## config.mk

```make
export PLATFORM = sky130hd
export DESIGN_NAME = dsadc_ctrl
export DESIGN_NICKNAME = d
export VERILOG_FILES = /design/src/rtl/dsadc_pkg.sv /design/src/rtl/dsadc_sync.sv /design/src/rtl/dsadc_count.sv /design/src/rtl/dsadc_seq.sv /design/src/rtl/dsadc_ctrl.sv
export SDC_FILE = /design/constraint.sdc
export NUM_CORES = 1
export LEC_CHECK = 0
export BUFFER_PORTS_ARGS = -buffer_cell sky130_fd_sc_hd__buf_2
export CORE_MARGIN = 2
export CORE_UTILIZATION = 50
export DETAILED_ROUTE_END_ITERATION = 6
export HOLD_SLACK_MARGIN = 0.15
export PLACE_DENSITY = 0.82
export SYNTH_ARGS = -nofsm -noshare
export SYNTH_HDL_FRONTEND = slang
export SYNTH_SLANG_ARGS = --single-unit
```

## constraint.sdc

```tcl
create_clock -name clk -period 1.55 [get_ports clk]
set_input_delay 0.31 -clock clk [delete_from_list [all_inputs] [get_ports clk]]
set_output_delay 0.31 -clock clk [all_outputs]
set_load 0.02 [all_outputs]
```

## src/rtl/dsadc_pkg.sv

```systemverilog
package dsadc_pkg;
  typedef enum logic [2:0] {
    PH_IDLE,
    PH_INTEG,
    PH_OFFS,
    PH_RUN,
    PH_WAIT,
    PH_LATCH,
    PH_EOC
  } phase_t;
endpackage

```

## src/rtl/dsadc_sync.sv

```systemverilog
module dsadc_sync #(
  parameter int STAGES = 2
) (
  input  logic clk,
  input  logic rst_n,
  input  logic d,
  output logic q
);
  logic [STAGES-1:0] pipe;

  always_ff @(posedge clk) begin
    if (!rst_n) pipe <= '0;
    else        pipe <= {pipe[STAGES-2:0], d};
  end

  assign q = pipe[STAGES-1];
endmodule

```

## src/rtl/dsadc_count.sv

```systemverilog
module dsadc_count #(
  parameter int W     = 11,
  parameter int LOW_W = 8
) (
  input  logic         clk,
  input  logic         rst_n,
  input  logic         clr,
  input  logic         inc,
  input  logic         upper_en,
  output logic [W-1:0] cnt,
  output logic         low_max,
  output logic         full
);
  localparam int HI_W = W - LOW_W;

  logic [LOW_W-1:0] lo;
  logic [HI_W-1:0]  hi;

  assign cnt     = {hi, lo};
  assign low_max = &lo;
  assign full    = &cnt;

  // low section always advances on inc; carry into the upper section only when enabled
  always_ff @(posedge clk) begin
    if (!rst_n || clr) begin
      lo <= '0;
      hi <= '0;
    end else if (inc && !(upper_en && full)) begin
      lo <= lo + 1'b1;
      if (upper_en && (&lo)) hi <= hi + 1'b1;
    end
  end

  assert_upper_frozen_R3: assert property (@(posedge clk) disable iff (!rst_n)
    (!upper_en && !clr) |=> $stable(hi));

  assert_saturate_R7: assert property (@(posedge clk) disable iff (!rst_n)
    (full && !clr) |=> full);

  assert_clear_R6: assert property (@(posedge clk) disable iff (!rst_n)
    clr |=> (cnt == '0));
endmodule

```

## src/rtl/dsadc_seq.sv

```systemverilog
module dsadc_seq
  import dsadc_pkg::*;
#(
  parameter int TIME_W    = 13,
  parameter int INT_TICKS = 2048,
  parameter int LATCH_AT  = 4750
) (
  input  logic clk,
  input  logic rst_n,
  input  logic tick,
  input  logic start,
  input  logic ramp_s,
  input  logic low_max,
  output logic integ,
  output logic rundown,
  output logic latch_ph,
  output logic eoc,
  output logic cnt_clr,
  output logic cnt_inc,
  output logic cnt_upper_en
);
  localparam logic [TIME_W-1:0] T_INT_END = TIME_W'(INT_TICKS - 1);
  localparam logic [TIME_W-1:0] T_LATCH   = TIME_W'(LATCH_AT - 1);

  phase_t            st;
  logic [TIME_W-1:0] tcnt;
  logic              neg_q;
  logic              busy;

  assign busy = (st == PH_INTEG) || (st == PH_OFFS) || (st == PH_RUN) || (st == PH_WAIT);

  always_ff @(posedge clk) begin
    if (!rst_n) begin
      st    <= PH_IDLE;
      tcnt  <= '0;
      neg_q <= 1'b0;
    end else begin
      if (st == PH_IDLE || st == PH_EOC) tcnt <= '0;
      else if (tick)                     tcnt <= tcnt + 1'b1;

      if (busy && tick && tcnt == T_LATCH) begin
        st <= PH_LATCH;
      end else begin
        case (st)
          PH_IDLE:  if (start) st <= PH_INTEG;
          PH_INTEG: if (tick && tcnt == T_INT_END) st <= PH_OFFS;
          PH_OFFS: begin
            if (tick) begin
              if (!ramp_s) begin
                st    <= PH_WAIT;
                neg_q <= 1'b1;
              end else if (low_max) begin
                st <= PH_RUN;
              end
            end
          end
          PH_RUN:   if (tick && !ramp_s) st <= PH_WAIT;
          PH_LATCH: st <= PH_EOC;
          PH_EOC: begin
            st    <= PH_IDLE;
            neg_q <= 1'b0;
          end
          default:  st <= st;
        endcase
      end
    end
  end

  assign integ        = (st == PH_INTEG);
  assign rundown      = (st == PH_OFFS) || (st == PH_RUN);
  assign latch_ph     = (st == PH_LATCH);
  assign eoc          = (st == PH_EOC);
  assign cnt_inc      = tick && ramp_s && rundown;
  assign cnt_upper_en = (st == PH_RUN);
  assign cnt_clr      = eoc || neg_q;

  assert_phase_excl_R2: assert property (@(posedge clk) disable iff (!rst_n)
    $onehot0({integ, rundown, latch_ph, eoc}));

  assert_eoc_after_latch_R9: assert property (@(posedge clk) disable iff (!rst_n)
    latch_ph |=> eoc);

  assert_start_ignored_R11: assert property (@(posedge clk) disable iff (!rst_n)
    (integ && !(tick && tcnt == T_INT_END)) |=> integ);
endmodule

```

## src/rtl/dsadc_ctrl.sv

```systemverilog
module dsadc_ctrl #(
  parameter int CNT_W     = 11,
  parameter int OFF_TICKS = 256,
  parameter int INT_TICKS = 2048,
  parameter int LATCH_AT  = 4750,
  parameter int SYNC_FF   = 2
) (
  input  logic             clk,
  input  logic             rst_n,
  input  logic             tick,
  input  logic             start,
  input  logic             ramp_active,
  input  logic             hold_n,
  output logic             integ,
  output logic             rundown,
  output logic [CNT_W-1:0] result,
  output logic             latch_stb,
  output logic             eoc
);
  localparam int LOW_W  = $clog2(OFF_TICKS);
  localparam int TIME_W = $clog2(LATCH_AT + 1);

  logic             ramp_s;
  logic             low_max, full;
  logic             cnt_clr, cnt_inc, cnt_upper_en;
  logic             latch_ph;
  logic [CNT_W-1:0] cnt;
  logic [CNT_W-1:0] res_q;

  dsadc_sync #(.STAGES(SYNC_FF)) u_sync (
    .clk(clk), .rst_n(rst_n), .d(ramp_active), .q(ramp_s)
  );

  dsadc_seq #(.TIME_W(TIME_W), .INT_TICKS(INT_TICKS), .LATCH_AT(LATCH_AT)) u_seq (
    .clk(clk), .rst_n(rst_n), .tick(tick), .start(start), .ramp_s(ramp_s),
    .low_max(low_max), .integ(integ), .rundown(rundown), .latch_ph(latch_ph),
    .eoc(eoc), .cnt_clr(cnt_clr), .cnt_inc(cnt_inc), .cnt_upper_en(cnt_upper_en)
  );

  dsadc_count #(.W(CNT_W), .LOW_W(LOW_W)) u_count (
    .clk(clk), .rst_n(rst_n), .clr(cnt_clr), .inc(cnt_inc),
    .upper_en(cnt_upper_en), .cnt(cnt), .low_max(low_max), .full(full)
  );

  assign latch_stb = latch_ph && hold_n;

  // inverted MSB turns the offset-binary count into two's complement
  always_ff @(posedge clk) begin
    if (!rst_n)         res_q <= '0;
    else if (latch_stb) res_q <= {~cnt[CNT_W-1], cnt[CNT_W-2:0]};
  end

  assign result = res_q;

  assert_result_hold_R10: assert property (@(posedge clk) disable iff (!rst_n)
    !latch_stb |=> $stable(res_q));

  assert_strobe_single_R8: assert property (@(posedge clk) disable iff (!rst_n)
    latch_stb |=> !latch_stb);
endmodule

```

==> flow_summary.yaml <==
hold_path:
  holdPathEnd: "u_sync.pipe[0]"
  hp-start: "ramp_active"
  whs_path_depth: 2
  worstHoldPathType: "in2reg"
sta:
  period_needed_ns: 1.68
  rsz0062_at_grt: "true"
  finalCritPeriodShare_pct: 108
  finalHoldViolations: 0
  setup_viol: 6
  setup_tns_ns: -0.390
  relSlewSlack_pct: 72.2
  tightest_slew_ns: 0.415
  drv_slew: 0
  fmax_mhz: 596
  worst_slack_ns: -0.128
  finalClockSkew_ns: 0.00584
power:
  p_int_uw: 2070
  seqPwrFrac_pct: 38.5
  peakVddDrop_v: 0.00104
  pwr_density_cell_mw_per_mm2: 1140
  p_leak_uw: 0.00110
  p_sw_uw: 1040
  comb_power_share_pct: 37.1
  clockPowerShare_pct: 24.4
  swShare_pct: 33.5
grt:
  antenna_found_initial: 0
  grt_pass1_vias: 1747
  grt_max_degree: 14
  grt_pass1_wl_um: 7910
  grt_overflow: 0
  gr-usage-all-layers_pct: 23.9
drt:
  vias_per_cell: 5.66
  drt_iter0_drc: 195
  drt-total-wl_um: 5510
  vias: 1919
  post-route-drc-count: 0
  ant_nets: 0
  first_pass_iters: 4
  wire_per_inst_um: 16.2
floorplan:
  coreArea_mm2: 0.00372
  dieArea_mm2: 0.00442
  die_w_um: 66.5
  start_util_pct: 52.5
  die_h_um: 66.5
  num_rows: 22
  ioPinCount: 21
run_status:
  status: "finished, violations left"
  violations: "negative setup slack"
synth:
  synth_top_family_by_area: "simple AND/OR/NAND/NOR gates"
  synthMuxAreaShare_pct: 1.54
  synthFlopType: "dfxtp_1"
  synth_edf_count: 0
  yosys.area_share.simple_pct: 27.2
  syn-num-nets: 235
  ys_types: 46
  synth_area_per_cell_um2: 8.67
  synth_top_cell_area_share_pct: 42.1
  yosysWarningCount: 0
  syn-instance-count: 225
  synth_compound_area_share_pct: 12.5
  ys_seq_elements: 41
  syn_area_mm2: 0.00195
  synth_xor_area_share_pct: 9.87
  synthArstFlopShare_pct: 0
  yosysSeqAreaShare_pct: 42.1
  yosysTopAreaCell: "dfxtp_1"
  synth_area_leaders: "dfxtp_1 (42%), nor2_1 (6.3%), nand2_1 (6.2%)"
  synthAdderAreaFrac_pct: 2.56
critical_path:
  slowest_stage: "dfxtp_1"
  slowest_delay_ns: 0.43
  worstSetupPathType: "reg2out"
  crit_path_end_kind: "output pin"
  worstPathArrival_ns: 1.37
  timing.rr.end: "u_seq.st[0]"
  reg2reg_slack_ns: -0.10
  worst_r2r_startpoint: "u_count.lo[0]"
  rr_worst_depth: 6
  cp_max_fo: 5
  path_cells: "and2b_2 -> nand3_2 -> inv_2 -> buf_4"
  start_kind: "flip-flop"
  cp_data_required_time_ns: 1.24
flow_run:
  maxCapViolations: 0
clock_tree:
  insertion_delay_ns: 0.31
  clockBufferDepth: 2
  cts_sinks: 41
  cts_tree: "built"
  cts-root-buf: "clkbuf_8"
  hold_buffers: 0
  numCtsBuffers: 5
  h-tree-depth: 2
  clk_pin_slew_worst_paths_ns: 0.08
placed_design:
  gp_congestion: 0.898
  post-place-cells: 324
  placed_cell_area_mm2: 0.00238
  dp_hpwl_um: 3400
  io_buffers: 20
finish:
  postLayoutCellArea_mm2: 0.00273
  drive_above_1_share_pct: 40.5
  mostFrequentLayoutCells: "buf_4 (45), dfxtp_1 (32), nor2_1 (31)"
  nFillCells: 250
  fin_cells: 339
  n_antenna_cell: 0
  final_common_cell: "buf_4"
  syn_to_final_growth_pct: 39.7
  fin_nets: 300
sequential cells by signal, summed over array words and instances, names as in the netlist:
register	count
u_sync.pipe	2
u_count.lo	8
u_seq.tcnt	13
u_seq.neg_q	1
u_seq.st	3
result	11
u_count.hi	3
synth_stat cells (2+ instances only):
library cell  number
nor2_1            33
and3_1             3
clkbuf_1           5
or3_1              2
ha_1               4
inv_1              7
a21oi_1           12
buf_6              2
xor2_1            10
a31oi_1            2
mux2i_1            3
nand2b_1           2
o21ai_0            4
dfxtp_1           41
a211oi_1           4
a21boi_0           2
nand3_1           10
nor3_1             2
nand4_1            6
and2_1             2
nand2_1           32
xnor2_1           12
and2b_1            2
layer usage:
layer	wire, um	up-vias	GRT usage, %
met1	2270	916	28.9
li1	-	905	-
met5	0	-	0
met3	416	18	6.93
met4	149	0	11.7
met2	2680	80	38.6
worst max path at each step:
| stage | startpoint | end | slack (ns) | cells past startpoint |
|---|---|---|---|---|
| floorplan | u_count.lo[0] | u_seq.st[0] | 0.01 | 6 |
| global placement | u_count.hi[0] | u_count.lo[6] | -0.05 | 7 |
| detailed placement | u_count.lo[0] | u_seq.st[1] | -0.12 | 6 |
| CTS | u_seq.st[0] | latch_stb | -0.05 | 4 |
| global route | u_count.lo[1] | u_seq.st[0] | -0.19 | 6 |
| finish | u_seq.st[0] | latch_stb | -0.13 | 4 |
area by class of cell:
cell class | instances | area, um2 | area share [%]
clock buffers | 6 | 82.6 | 3.03
clock inverters | 2 | 13.8 | 0.505
inverters | 8 | 30.0 | 1.10
multi-input cells | 167 | 1200 | 44.0
flip-flops and latches | 41 | 837 | 30.7
well taps | 48 | 60.1 | 2.20
repair buffers | 67 | 503 | 18.4
power groups by stage:
stage | Sequential [uW] | Clock (uW) | Combinational, uW
floorplan | 1170 | 0 | 579
global placement | 1200 | 0 | 838
detailed placement | 1200 | 0 | 877
CTS | 1190 | 752 | 1060
global route | 1210 | 811 | 1230
finish | 1200 | 759 | 1160
worst max-delay path: cells and delay by family, from the launching register on:
family | cells | cell delay [ns]
and+or+nand+nor | 2 | 0.37
DFF | 1 | 0.43
buffers and inverters | 2 | 0.27
timing repair:
item / CTS / global route
pin swaps: 12 / 12
endpoints found under the setup margin: 10 / 21
cloned: 0 / 0
buffers inserted: 5 / 3
gates resized for setup: 23 / 25
endpoints found under the hold margin: 0 / 0
cells by family (layout without fill, tap and decap cells):
family          Yosys count  in the layout
compound gates           34             34
xor+xnor                 22             22
fa+ha+maj                 4              4
buf+inv                  17             83
flops                    41             41
mux                       3              3
simple gates            104            104
per-stage QoR:
stage / hold slack, ns / utilization [%] / power (uW) / setup slack [ns]
finish: 0.208 / 73.4 / 3120 / -0.128
global route: 0.218 / 73.4 / 3240 / -0.187
CTS: 0.213 / 70.3 / 3000 / -0.0540
detailed placement: 0.419 / 64.0 / 2080 / -0.117
global placement: 0.413 / 64.0 / 2040 / -0.0535
floorplan: 0.412 / - / 1750 / 0.0117
No activity file was read; power rests on OpenSTA's default activity.
